## config.mk

```make
export PLATFORM = sky130hd
export DESIGN_NAME = ccr_alu
export DESIGN_NICKNAME = d
export VERILOG_FILES = /design/src/rtl/ccr_alu_pkg.sv /design/src/rtl/ccr_alu_addsub.sv /design/src/rtl/ccr_alu_logic.sv /design/src/rtl/ccr_alu_flags.sv /design/src/rtl/ccr_alu.sv
export SDC_FILE = /design/constraint.sdc
export NUM_CORES = 1
export LEC_CHECK = 0
export BUFFER_PORTS_ARGS = -buffer_cell sky130_fd_sc_hd__buf_4
export CAP_MARGIN = 20
export CORE_MARGIN = 2
export CORE_UTILIZATION = 35
export DETAILED_ROUTE_END_ITERATION = 8
export GPL_TIMING_DRIVEN = 0
export PLACE_DENSITY = 0.61
export SYNTH_ARGS = -nofsm -noshare
export SYNTH_HDL_FRONTEND = slang
export SYNTH_SLANG_ARGS = --single-unit
```

## constraint.sdc

```tcl
create_clock -name clk -period 1.3 [get_ports clk]
set_input_delay 0.13 -clock clk [delete_from_list [all_inputs] [get_ports clk]]
set_output_delay 0.13 -clock clk [all_outputs]
set_load 0.005 [all_outputs]
```

## src/rtl/ccr_alu_pkg.sv

```systemverilog
package ccr_alu_pkg;

  typedef enum logic [2:0] {
    OP_ADD  = 3'd0,
    OP_SUB  = 3'd1,
    OP_CMP  = 3'd2,
    OP_AND  = 3'd3,
    OP_OR   = 3'd4,
    OP_XOR  = 3'd5,
    OP_MOVE = 3'd6,
    OP_RSVD = 3'd7
  } alu_op_e;

  typedef enum logic [1:0] {
    SZ_BYTE = 2'd0,
    SZ_WORD = 2'd1,
    SZ_LONG = 2'd2,
    SZ_WIDE = 2'd3
  } alu_size_e;

  // Bit order matches the branch-condition consumer: x is bit 4, c is bit 0.
  typedef struct packed {
    logic x;
    logic n;
    logic z;
    logic v;
    logic c;
  } ccr_t;

  localparam int NUM_SIZES = 3;

  // Map a size code onto a lane index: byte 0, word 1, long (and 3) 2.
  function automatic int unsigned lane_of(alu_size_e sz);
    case (sz)
      SZ_BYTE: return 0;
      SZ_WORD: return 1;
      default: return 2;
    endcase
  endfunction

endpackage

```

## src/rtl/ccr_alu_addsub.sv

```systemverilog
module ccr_alu_addsub
  import ccr_alu_pkg::*;
#(
  parameter  int BYTE_W = 8,
  localparam int DATA_W = BYTE_W * 4
) (
  input  logic [DATA_W-1:0] a_i,
  input  logic [DATA_W-1:0] b_i,
  input  logic              sub_i,
  input  alu_size_e         size_i,
  output logic [DATA_W-1:0] sum_o,
  output logic              carry_o,
  output logic              ovf_o
);

  logic [DATA_W-1:0] lane_sum [NUM_SIZES];
  logic              lane_c   [NUM_SIZES];
  logic              lane_v   [NUM_SIZES];

  // One adder per operand width, so carry and overflow come from that width.
  for (genvar k = 0; k < NUM_SIZES; k++) begin : g_lane
    localparam int W = BYTE_W << k;
    logic [W-1:0] op_a;
    logic [W-1:0] op_b;
    logic [W:0]   full;

    assign op_a = a_i[W-1:0];
    assign op_b = sub_i ? ~b_i[W-1:0] : b_i[W-1:0];
    assign full = {1'b0, op_a} + {1'b0, op_b} + {{W{1'b0}}, sub_i};

    assign lane_sum[k] = DATA_W'(full[W-1:0]);
    // Subtract carries out when there is no borrow, so invert to report borrow.
    assign lane_c[k]   = full[W] ^ sub_i;
    assign lane_v[k]   = (op_a[W-1] == op_b[W-1]) && (full[W-1] != op_a[W-1]);
  end

  always_comb begin
    sum_o   = lane_sum[lane_of(size_i)];
    carry_o = lane_c[lane_of(size_i)];
    ovf_o   = lane_v[lane_of(size_i)];
  end

endmodule

```

## src/rtl/ccr_alu_logic.sv

```systemverilog
module ccr_alu_logic
  import ccr_alu_pkg::*;
#(
  parameter  int BYTE_W = 8,
  localparam int DATA_W = BYTE_W * 4
) (
  input  alu_op_e           op_i,
  input  logic [DATA_W-1:0] a_i,
  input  logic [DATA_W-1:0] b_i,
  output logic [DATA_W-1:0] res_o
);

  always_comb begin
    case (op_i)
      OP_AND:  res_o = a_i & b_i;
      OP_OR:   res_o = a_i | b_i;
      OP_XOR:  res_o = a_i ^ b_i;
      default: res_o = b_i;
    endcase
  end

endmodule

```

## src/rtl/ccr_alu_flags.sv

```systemverilog
module ccr_alu_flags
  import ccr_alu_pkg::*;
#(
  parameter  int BYTE_W = 8,
  localparam int DATA_W = BYTE_W * 4
) (
  input  alu_size_e         size_i,
  input  logic [DATA_W-1:0] val_i,
  input  logic              arith_i,
  input  logic              load_x_i,
  input  logic              carry_i,
  input  logic              ovf_i,
  input  ccr_t              old_i,
  output ccr_t              next_o
);

  logic lane_n [NUM_SIZES];
  logic lane_z [NUM_SIZES];

  for (genvar k = 0; k < NUM_SIZES; k++) begin : g_lane
    localparam int W = BYTE_W << k;
    assign lane_n[k] = val_i[W-1];
    assign lane_z[k] = ~|val_i[W-1:0];
  end

  always_comb begin
    next_o.n = lane_n[lane_of(size_i)];
    next_o.z = lane_z[lane_of(size_i)];
    if (arith_i) begin
      next_o.v = ovf_i;
      next_o.c = carry_i;
      next_o.x = load_x_i ? carry_i : old_i.x;
    end else begin
      next_o.v = 1'b0;
      next_o.c = 1'b0;
      next_o.x = old_i.x;
    end
  end

endmodule

```

## src/rtl/ccr_alu.sv

```systemverilog
module ccr_alu
  import ccr_alu_pkg::*;
#(
  parameter  int BYTE_W = 8,
  localparam int DATA_W = BYTE_W * 4,
  localparam int WORD_W = BYTE_W * 2
) (
  input  logic              clk,
  input  logic              rst_n,
  input  logic              in_valid,
  input  logic [2:0]        in_op,
  input  logic [1:0]        in_size,
  input  logic              in_flag_we,
  input  logic [DATA_W-1:0] in_src,
  input  logic [DATA_W-1:0] in_dst,
  output logic              out_valid,
  output logic [DATA_W-1:0] out_res,
  output logic              out_res_we,
  output logic [4:0]        ccr_q
);

  alu_op_e   op;
  alu_size_e size;
  logic      is_arith;
  logic      is_sub;
  logic      is_cmp;
  logic      load_x;

  assign op       = alu_op_e'(in_op);
  assign size     = alu_size_e'(in_size);
  assign is_arith = (op == OP_ADD) || (op == OP_SUB) || (op == OP_CMP);
  assign is_sub   = (op == OP_SUB) || (op == OP_CMP);
  assign is_cmp   = (op == OP_CMP);
  assign load_x   = (op == OP_ADD) || (op == OP_SUB);

  logic [DATA_W-1:0] sum;
  logic              carry;
  logic              ovf;
  logic [DATA_W-1:0] logic_res;
  logic [DATA_W-1:0] raw;
  logic [DATA_W-1:0] keep_mask;
  logic [DATA_W-1:0] merged;
  ccr_t              ccr_cur;
  ccr_t              ccr_next;

  ccr_alu_addsub #(.BYTE_W(BYTE_W)) i_addsub (
    .a_i     (in_dst),
    .b_i     (in_src),
    .sub_i   (is_sub),
    .size_i  (size),
    .sum_o   (sum),
    .carry_o (carry),
    .ovf_o   (ovf)
  );

  ccr_alu_logic #(.BYTE_W(BYTE_W)) i_logic (
    .op_i  (op),
    .a_i   (in_dst),
    .b_i   (in_src),
    .res_o (logic_res)
  );

  assign raw     = is_arith ? sum : logic_res;
  assign ccr_cur = ccr_t'(ccr_q);

  ccr_alu_flags #(.BYTE_W(BYTE_W)) i_flags (
    .size_i   (size),
    .val_i    (raw),
    .arith_i  (is_arith),
    .load_x_i (load_x),
    .carry_i  (carry),
    .ovf_i    (ovf),
    .old_i    (ccr_cur),
    .next_o   (ccr_next)
  );

  // Bits of the destination above the operand width are carried through.
  always_comb begin
    case (size)
      SZ_BYTE: keep_mask = {{(DATA_W-BYTE_W){1'b1}}, {BYTE_W{1'b0}}};
      SZ_WORD: keep_mask = {{(DATA_W-WORD_W){1'b1}}, {WORD_W{1'b0}}};
      default: keep_mask = '0;
    endcase
    if (is_cmp) merged = in_dst;
    else        merged = (in_dst & keep_mask) | (raw & ~keep_mask);
  end

  always_ff @(posedge clk or negedge rst_n) begin
    if (!rst_n) begin
      out_valid  <= 1'b0;
      out_res    <= '0;
      out_res_we <= 1'b0;
      ccr_q      <= '0;
    end else begin
      out_valid <= in_valid;
      if (in_valid) begin
        out_res    <= merged;
        out_res_we <= !is_cmp;
      end
      if (in_valid && in_flag_we) ccr_q <= ccr_next;
    end
  end

endmodule

```

==> out/metrics.yaml <==
die_area_um2: 19280
syn_inst: 825
synth_nets: 1003
crit_type: "in2reg"
cts_buffer_depth: 2
final_core_util: 0.5453
synthTopCellsByArea: "ha_1 (20%), dfrtp_1 (15%), a21oi_1 (5.7%)"
relSlewSlack: 0.1805
tritoncts: "done"
grt_pass1_vias: 7010
worst-r2r-cell-count: 3
syn_to_final_growth_pct: 53.34
crit_buf_inv: 6
clkTransAtPathRegs_ns: 0.07
cts_buffers: 5
holdCritStartpoint: "in_valid"
synth_common_cells: "ha_1 (103), inv_1 (83), a21oi_1 (72), nand2_1 (72), nor2_1 (64)"
fin_nets: 1208
outcome: "finished, violations left"
rsz0062_at_grt: "true"
syn_area_per_cell_um2: 7.716
setup_viol: 38
reg2reg_from: "ccr_q[2]"
wire_per_inst_um: 19.91
place_area_um2: 7855
worst_path_max_delay_cell: "a2111oi_1"
endpoint: "ccr_q[2]"
regToRegEndpoint: "ccr_q[2]"
final_max_slew_viol_count: 0
dieHeight_um: 138.9
r2r_slack_ns: 0.23
fin_area_um2: 9762
powerDensity_nw_per_um2: 905.9
grt_usage: 0.2443
cts_root_buf: "clkbuf_16"
num_rows: 49
instances_no_fill: 1261
total_power_mw: 8.843
synth.most_common_cell: "ha_1"
critPathMaxStageDelay_ns: 0.38
port-buffer-count: 109
tns_ns: -61.54
whs_ns: 0.01523
tightest_slew_ns: 1.225
period_share: 2.888
start_util: 0.3556
drt_iter0_drc: 568
critPathRequiredTime_ns: 1.53
cp.depth: 20
htree_levels: 2
die_x_um: 138.9
endpoint_kind: "register"
ir_drop_mv: 0.5824
antenna_found_initial: 1
synth_cell_types: 70
synth_edf_count: 0
worstSetupStartpointType: "input port"
finalCriticalPeriod_ns: 3.754
grt_max_degree: 40
overflow: 0
clock-sinks: 39
async_flop_share: 1.000
yosys.area.top_type: "ha_1"
yosysSeqAreaShare: 0.1533
crit_path_start: "in_op[1]"
dp_cells: 1164
synth_top_area_share: 0.2024
cap_viol_max_count: 0
post-dp-hpwl_mm: 17.63
ios: 112
gp_congestion: 0.9345
vias: 7109
ant_nets: 0
worstPathCellList: "buf_4, xnor2_4, nor2_4, clkbuf_16, buf_8, xnor2_4, ha_4, o211ai_1, buf_4, nor4_4, a32oi_4, and3_4, o31ai_2, a2111oi_1, nand4_1, buf_4, buf_4, o21ai_0, a41oi_1, o31ai_4"
ys_seq_elements: 39
fp.coreArea_um2: 17900
clock_skew_ns: 0
hold_class: "in2reg"
yosysWarningCount: 0
firstDrtPassIters: 5
cp_top_family: "compound AO/OA/AOI/OAI gates"
grt_first_pass_wirelength_mm: 37.74
routed_wl_mm: 25.11
cpMostUsedCell: "buf_4"
viasPerCell: 5.638
dpl_worst_slack_ns: -3.123
cellLeakagePower_nw: 4.377
violations: "setup timing"
fmax_ghz: 0.2664
cp.arrival_ns: 3.98
synthFlopType: "dfrtp_1"
clock_latency_ns: 0.30
crit_fanout: 5
hold_viol: 0
syn_area_um2: 6366
finalWorstSetupSlack_ns: -2.454
drive_above_1_share: 0.3986
drc_errors: 0
placed cells by master, fill, tap and decap left out, types with 18 or more instances in the layout:
cell type	count
buf_6	21
nor2_1	60
a21oi_1	45
a21oi_2	19
ha_1	81
o21ai_0	32
nand2_1	65
a22oi_1	21
clkbuf_1	18
o211ai_1	20
inv_1	82
buf_4	174
mux2_4	20
dfrtp_1	39
xnor2_1	26
worst register-to-register path: cells and delay by family (launching register included):
kind | cells | cell delay, ns
flip-flops | 1 | 0.41
AO/OA/AOI/OAI | 2 | 0.39
AND/OR/NAND/NOR | 1 | 0.15
layout make-up:
class | instances | area, um2
clock buffer | 5 | 125.1
clock inverter | 3 | 43.79
antenna | 1 | 2.502
sequential | 39 | 975.9
inverter | 85 | 322.8
timing repair buffer | 199 | 1634
buffer | 34 | 281.5
fill | 1626 | 8140
tap | 229 | 286.5
multi-input combinational | 666 | 6090
registers in the layout (all words and copies together), names as in the netlist:
signal	cells
out_res	32
out_valid	1
out_res_we	1
ccr_q	5
worst min-delay path by stage:
stage / cells past startpoint / slack, ns / end
finish: 1 / 0.02 / out_valid
global route: 1 / 0.02 / out_valid
CTS: 1 / 0.02 / out_valid
detailed placement: 1 / 0.18 / out_res[19]
global placement: 1 / 0.17 / out_res[17]
floorplan: 0 / -0.17 / ccr_q[0]
report_power, final:
| part | internal, mW | total (mW) | switching (mW) | leakage (nW) |
|---|---|---|---|---|
| sequential | 1.43 | 1.56 | 0.129 | 0.467 |
| clock | 0.910 | 1.58 | 0.667 | 0.0838 |
| combinational | 2.77 | 5.71 | 2.94 | 3.83 |
cell families (layout without fill, tap and decap cells):
group	count (synthesis)	after routing	share of synthesized area
simple gates	210	210	0.1561
flops	39	39	0.1533
compound gates	260	260	0.2687
xor+xnor	56	56	0.07822
mux	35	35	0.06132
buf+inv	120	326	0.07370
other cells	0	1	0
fa+ha+maj	105	105	0.2087
routing by layer:
metal / vias up / routed length (um) / GRT usage
met5: - / 0 / 0
met4: 0 / 925 / 0.09197
met3: 62 / 1380 / 0.03039
met2: 281 / 12290 / 0.4270
met1: 3400 / 10510 / 0.3078
li1: 3366 / - / -
timing repair:
action,in CTS,in global routing
cloned,0,0
hold buffers,1,0
setup endpoints to repair,38,37
pin swaps,66,55
hold endpoints to repair,39,0
setup buffers,68,40
resized for setup,109,106
Power figures use the tool's default switching activity.
